`config.mk`:
```
export PLATFORM = sky130hd
export DESIGN_NAME = nand_hecc
export DESIGN_NICKNAME = d
export VERILOG_FILES = /design/src/rtl/nand_hecc_pkg.sv /design/src/rtl/nand_hecc_acc.sv /design/src/rtl/nand_hecc_chk.sv /design/src/rtl/nand_hecc.sv
export SDC_FILE = /design/constraint.sdc
export NUM_CORES = 1
export LEC_CHECK = 0
export ABC_AREA = 1
export BUFFER_PORTS_ARGS = -buffer_cell sky130_fd_sc_hd__buf_2
export CORE_MARGIN = 2
export CORE_UTILIZATION = 59
export CTS_BUF_LIST = sky130_fd_sc_hd__clkbuf_8
export CTS_CLUSTER_SIZE = 30
export DETAILED_ROUTE_END_ITERATION = 10
export GPL_ROUTABILITY_DRIVEN = 0
export PLACE_DENSITY_LB_ADDON = 0.1
export SLEW_MARGIN = 20
export SYNTH_ARGS = -nofsm -noshare
export SYNTH_HDL_FRONTEND = slang
export SYNTH_HIERARCHICAL = 1
export SYNTH_SLANG_ARGS = --single-unit
```
`constraint.sdc`:
```
create_clock -name clk_i -period 6.3 [get_ports clk_i]
set_clock_uncertainty 0.05 [all_clocks]
set_input_delay 0.315 -clock clk_i [delete_from_list [all_inputs] [get_ports clk_i]]
set_output_delay 0.315 -clock clk_i [all_outputs]
set_load 0.02 [all_outputs]
```
`src/rtl/nand_hecc_pkg.sv`:
```
package nand_hecc_pkg;
  typedef enum logic [1:0] {
    HS_CLEAN  = 2'b00,
    HS_FIX    = 2'b01,
    HS_MULTI  = 2'b10,
    HS_PARITY = 2'b11
  } hecc_stat_e;

  localparam int COL_W = 3;

  // column parity of a byte, split by bit-number address
  function automatic logic [2*COL_W-1:0] col_par(input logic [7:0] d);
    logic [COL_W-1:0] hi, lo;
    for (int j = 0; j < COL_W; j++) begin
      hi[j] = 1'b0;
      lo[j] = 1'b0;
      for (int b = 0; b < 8; b++) begin
        if (((b >> j) & 1) == 1) hi[j] = hi[j] ^ d[b];
        else                     lo[j] = lo[j] ^ d[b];
      end
    end
    return {hi, lo};
  endfunction
endpackage

```
`src/rtl/nand_hecc_acc.sv`:
```
module nand_hecc_acc
  import nand_hecc_pkg::*;
#(
  parameter int AW = 11,
  localparam int CW = 2*AW + 2*COL_W
) (
  input  logic          clk_i,
  input  logic          rst_ni,
  input  logic          init_i,
  input  logic          upd_i,
  input  logic [7:0]    byte_i,
  output logic [CW-1:0] code_o
);
  logic [AW-1:0] idx_q;
  logic [AW-1:0] lhi_q, llo_q;
  logic [2*COL_W-1:0] col_q;
  logic par;

  assign par = ^byte_i;

  always_ff @(posedge clk_i or negedge rst_ni) begin
    if (!rst_ni) begin
      idx_q <= '0;
      lhi_q <= '0;
      llo_q <= '0;
      col_q <= '0;
    end else if (init_i) begin
      idx_q <= '0;
      lhi_q <= '0;
      llo_q <= '0;
      col_q <= '0;
    end else if (upd_i) begin
      idx_q <= idx_q + 1'b1;
      lhi_q <= lhi_q ^ ({AW{par}} & idx_q);
      llo_q <= llo_q ^ ({AW{par}} & ~idx_q);
      col_q <= col_q ^ col_par(byte_i);
    end
  end

  assign code_o = {lhi_q, llo_q, col_q};
endmodule

```
`src/rtl/nand_hecc_chk.sv`:
```
module nand_hecc_chk
  import nand_hecc_pkg::*;
#(
  parameter int AW = 11,
  localparam int CW = 2*AW + 2*COL_W
) (
  input  logic          clk_i,
  input  logic          rst_ni,
  input  logic          ref_wr_i,
  input  logic [CW-1:0] ref_i,
  input  logic [CW-1:0] code_i,
  output logic [1:0]    stat_o,
  output logic [AW-1:0] err_byte_o,
  output logic [2:0]    err_bit_o
);
  logic [CW-1:0] ref_q, syn;
  logic [AW-1:0] l_hi, l_lo;
  logic [COL_W-1:0] c_hi, c_lo;
  logic pairs_ok;
  hecc_stat_e stat;

  always_ff @(posedge clk_i or negedge rst_ni) begin
    if (!rst_ni)       ref_q <= '0;
    else if (ref_wr_i) ref_q <= ref_i;
  end

  assign syn = ref_q ^ code_i;
  assign {l_hi, l_lo, c_hi, c_lo} = syn;
  assign pairs_ok = &{l_hi ^ l_lo, c_hi ^ c_lo};

  always_comb begin
    if (syn == '0)                 stat = HS_CLEAN;
    else if (pairs_ok)             stat = HS_FIX;
    else if ($countones(syn) == 1) stat = HS_PARITY;
    else                           stat = HS_MULTI;
  end

  assign stat_o     = stat;
  assign err_byte_o = (stat == HS_FIX) ? l_hi : '0;
  assign err_bit_o  = (stat == HS_FIX) ? c_hi : '0;
endmodule

```
`src/rtl/nand_hecc.sv`:
```
module nand_hecc
  import nand_hecc_pkg::*;
#(
  parameter int MAIN_BYTES  = 2048,
  parameter int SPARE_BYTES = 64,
  localparam int MAIN_AW  = $clog2(MAIN_BYTES),
  localparam int SPARE_AW = $clog2(SPARE_BYTES),
  localparam int MAIN_CW  = 2*MAIN_AW + 2*COL_W,
  localparam int SPARE_CW = 2*SPARE_AW + 2*COL_W
) (
  input  logic                clk_i,
  input  logic                rst_ni,
  input  logic                ecc_mode_i,
  input  logic                byte_vld_i,
  input  logic [7:0]          byte_i,
  input  logic                main_init_i,
  input  logic                main_lock_i,
  input  logic                spare_init_i,
  input  logic                spare_lock_i,
  input  logic                main_ref_wr_i,
  input  logic [MAIN_CW-1:0]  main_ref_i,
  input  logic                spare_ref_wr_i,
  input  logic [SPARE_CW-1:0] spare_ref_i,
  output logic [MAIN_CW-1:0]  main_code_o,
  output logic [SPARE_CW-1:0] spare_code_o,
  output logic [1:0]          main_stat_o,
  output logic [MAIN_AW-1:0]  main_err_byte_o,
  output logic [2:0]          main_err_bit_o,
  output logic [1:0]          spare_stat_o,
  output logic [SPARE_AW-1:0] spare_err_byte_o,
  output logic [2:0]          spare_err_bit_o
);
  logic live;
  assign live = byte_vld_i & ~ecc_mode_i;

  nand_hecc_acc #(.AW(MAIN_AW)) i_main_acc (
    .clk_i, .rst_ni,
    .init_i (main_init_i),
    .upd_i  (live & ~main_lock_i),
    .byte_i,
    .code_o (main_code_o)
  );

  nand_hecc_acc #(.AW(SPARE_AW)) i_spare_acc (
    .clk_i, .rst_ni,
    .init_i (spare_init_i),
    .upd_i  (live & ~spare_lock_i),
    .byte_i,
    .code_o (spare_code_o)
  );

  nand_hecc_chk #(.AW(MAIN_AW)) i_main_chk (
    .clk_i, .rst_ni,
    .ref_wr_i   (main_ref_wr_i),
    .ref_i      (main_ref_i),
    .code_i     (main_code_o),
    .stat_o     (main_stat_o),
    .err_byte_o (main_err_byte_o),
    .err_bit_o  (main_err_bit_o)
  );

  nand_hecc_chk #(.AW(SPARE_AW)) i_spare_chk (
    .clk_i, .rst_ni,
    .ref_wr_i   (spare_ref_wr_i),
    .ref_i      (spare_ref_i),
    .code_i     (spare_code_o),
    .stat_o     (spare_stat_o),
    .err_byte_o (spare_err_byte_o),
    .err_bit_o  (spare_err_bit_o)
  );
endmodule

```
==> out/results.tsv <==
metric	value	unit
slew margin rel.	0.400	
CTS root buffer	clkbuf_8	
clock-pin slew of the registers on the worst-case setup and hold paths	0.12	ns
sequential share of the synthesized area	0.307	
Syn. warnings	6	
Setup crit end kind	primary output	
grt ovf	0	
Hold WC Path Type	in -> reg	
Least-Margin Pin Slew	0.901	ns
GRT Total Usage	0.285	
Yosys cell types	39	
Mapped Nets	1431	
Period minus WS final	5.85	ns
Power per Cell Area	326	nW/µm²
core area	14600	µm²
Clock Sinks	109	
combinational share of power	0.589	
post-synthesis cell count	1302	
cts bufs inserted	9	
Synth Flop Type	dfrtp_1	
WP data arrival	5.49	ns
status	finished, final reports clean	
RSZ-0062 raised after global routing	false	
fmax	171	MHz
Area contributors post-synth	dfrtp_1, nand2_1, inv_1	
Routed WL	22.3	mm
Rows	44	
Hold Path Stages	3	
synthesis-to-finish area growth	10.8	%
Syn Area/Cell	6.83	µm²
Die Y-Extent	127	µm
clock insertion delay at the later pin of the skew report	0.40	ns
Port Buf Inserts	136	
P_sw	1.51	mW
Synth top area share	0.307	
TNS Setup	0	ns
DR iter-0 viols	679	
HPWL Detailed	17.3	mm
ys async rst share	1.00	
CP Launch Type	flop	
maximum vdd ir drop	409	µV
worst-case clock buffer depth	2	
Leak Pwr	5.49	nW
Die X	127	µm
depth of the CTS H-tree	3	
largest net degree at the start of global routing	69	
sequential power share	0.263	
Ant. Diodes	0	
via count	8153	
DRC viols	0	
CP required	5.93	ns
share of cells above drive strength 1	0.199	
wire per inst	13.8	µm
first-pass GRT wire length	36.4	mm
die area	16100	µm²
Final setup viols	0	
dpl cells	1597	
number of synthesized flops with an enable pin	0	
antenna violations before repair	0	
Slew Viols, Final	0	
DRT antenna net count	0	
Final Cycle Share	0.929	
nets@finish	1554	
Pint	1.70	mW
Initial Util	0.607	
area leader, netlist	dfrtp_1	
mapped cell area	8890	µm²
io pins	137	
clock power share	0.148	
max cap viols	0	
CP Max Fanout	6	
sw frac	0.471	
post-CTS setup buffers	0	
drt first pass iters	7	
Post-Layout Cell Count	1614	
Fin. Hold Viols	0	
critical path class	reg -> out	
drt via density	5.05	
CTS tree	yes	
number of global-route vias before repair	7373	
flops & latches, synth	109	
reg2reg path depth	7	
metrics by stage:
stage | total power, mW | hold WS (ns) | util | instance area (µm²) | setup slack (ns)
final | 3.21 | 0.0569 | 0.673 | 9860 | 0.446
after global routing | 3.59 | 0.0450 | 0.673 | 9860 | 0.0892
after CTS | 3.23 | 0.0351 | 0.673 | 9860 | 0.438
after detailed placement | 2.75 | 0.439 | 0.657 | 9630 | 0.890
after global placement | 2.67 | 0.441 | 0.657 | 9630 | 1.04
after floorplan | 2.28 | -0.0306 | - | 8890 | 1.01
metal layers:
metal,track usage,part of all wire,vias up
met2,0.440,0.44,221
met1,0.426,0.48,3743
met4,0.0569,0.013,0
met3,0.0481,0.062,23
met5,0,0,-
li1,-,-,4166
critical path, cell delays in order, from the launching register on:
cell       delay, ns
dfrtp_1         0.47
inv_1           0.08
nand2_1         0.06
nand2_1         0.07
ha_1            0.28
inv_1           0.07
fa_1            0.52
fa_1            0.54
inv_1           0.05
fa_1            0.49
inv_1           0.05
fa_1            0.50
inv_1           0.05
fa_1            0.46
ha_1            0.24
fa_1            0.43
nor4_1          0.20
o2111ai_1       0.17
a21oi_1         0.17
buf_2           0.18
cells in the final DEF, fill, tap and decap left out, types with 3 or more instances in the layout:
cell / count
nand2_4: 4
dfrtp_1: 109
ha_1: 33
nand3_1: 78
o21ai_0: 58
nor2_1: 100
nor3_1: 14
nand2_2: 45
nor3_2: 3
mux2_2: 7
fa_1: 32
inv_2: 28
clkbuf_8: 9
nand4_1: 6
inv_1: 220
nand2_1: 429
buf_4: 4
nand3_2: 10
xor2_1: 11
a21oi_1: 29
xnor2_1: 15
buf_2: 135
nor2_2: 27
repair_timing:
item                      CTS  global route
hold endpoints to repair   13             0
gates resized for setup     0             0
hold buffers                1             0
registers in the layout, indices dropped and copies added, names as in the netlist:
signal / flops
i_main_acc/col_q: 6
i_main_acc/idx_q: 11
i_main_acc/lhi_q: 11
i_main_acc/llo_q: 11
i_main_chk/ref_q: 28
i_spare_acc/col_q: 6
i_spare_acc/idx_q: 6
i_spare_acc/lhi_q: 6
i_spare_acc/llo_q: 6
i_spare_chk/ref_q: 18
cells by family after synthesis:
logic type | count (synthesis) | synth area share
simple gates | 723 | 0.358
buf+inv | 280 | 0.130
flops | 109 | 0.307
compound gates | 92 | 0.0530
fa+ha+maj | 65 | 0.118
xor+xnor | 26 | 0.0256
mux | 7 | 0.00886
synth_stat cells, types with 2 or more instances:
master	count
a21oi_1	29
a31oi_1	2
buf_2	2
buf_4	2
buf_6	7
clkbuf_1	13
clkbuf_8	2
clkinv_1	2
dfrtp_1	109
fa_1	32
ha_1	33
inv_1	220
inv_2	28
inv_4	2
mux2_2	7
nand2_1	429
nand2_2	45
nand2_4	4
nand3_1	78
nand3_2	10
nand3_4	2
nand4_1	6
nor2_1	100
nor2_2	27
nor3_1	14
nor3_2	3
o21ai_0	58
xnor2_1	15
xor2_1	11
power groups by stage:
stage	clock network (mW)	logic [mW]	registers, mW
6_report	0.475	1.89	0.845
2_1_floorplan	0	1.42	0.864
3_5_place_dp	0	1.89	0.856
5_1_grt	0.514	2.23	0.854
4_1_cts	0.490	1.90	0.842
3_3_place_gp	0	1.81	0.852
final cells by class:
type                    instances  area [µm²]
inverters                     252         951
multi-input cells             913        5010
clock buffers                   9         124
repair buffers                140         716
flip-flops and latches        109        2730
well taps                     184         230
clock inverters                 7        95.1
fillers                      1328        4790
path summary, 6_finish.rpt:
kind | to | from | slack [ns]
setup / recovery | main_stat_o[0] | i_main_acc/col_q[2]$_DFFE_PN0P_ | 0.45
hold / removal | i_main_chk/ref_q[10]$_DFFE_PN0P_ | main_ref_i[10] | 0.06
setup reg to reg | i_main_acc/idx_q[10]$_DFFE_PN0P_ | i_main_acc/idx_q[0]$_DFFE_PN0P_ | 4.59
hold reg to reg | i_main_chk/ref_q[24]$_DFFE_PN0P_ | i_main_chk/ref_q[24]$_DFFE_PN0P_ | 0.50
max in group asynchronous | i_main_acc/llo_q[3]$_DFFE_PN0P_ | rst_ni | 4.57
min in group asynchronous | i_spare_acc/lhi_q[0]$_DFFE_PN0P_ | rst_ni | 0.51
Note: power is estimated with default switching activity, not from simulation.
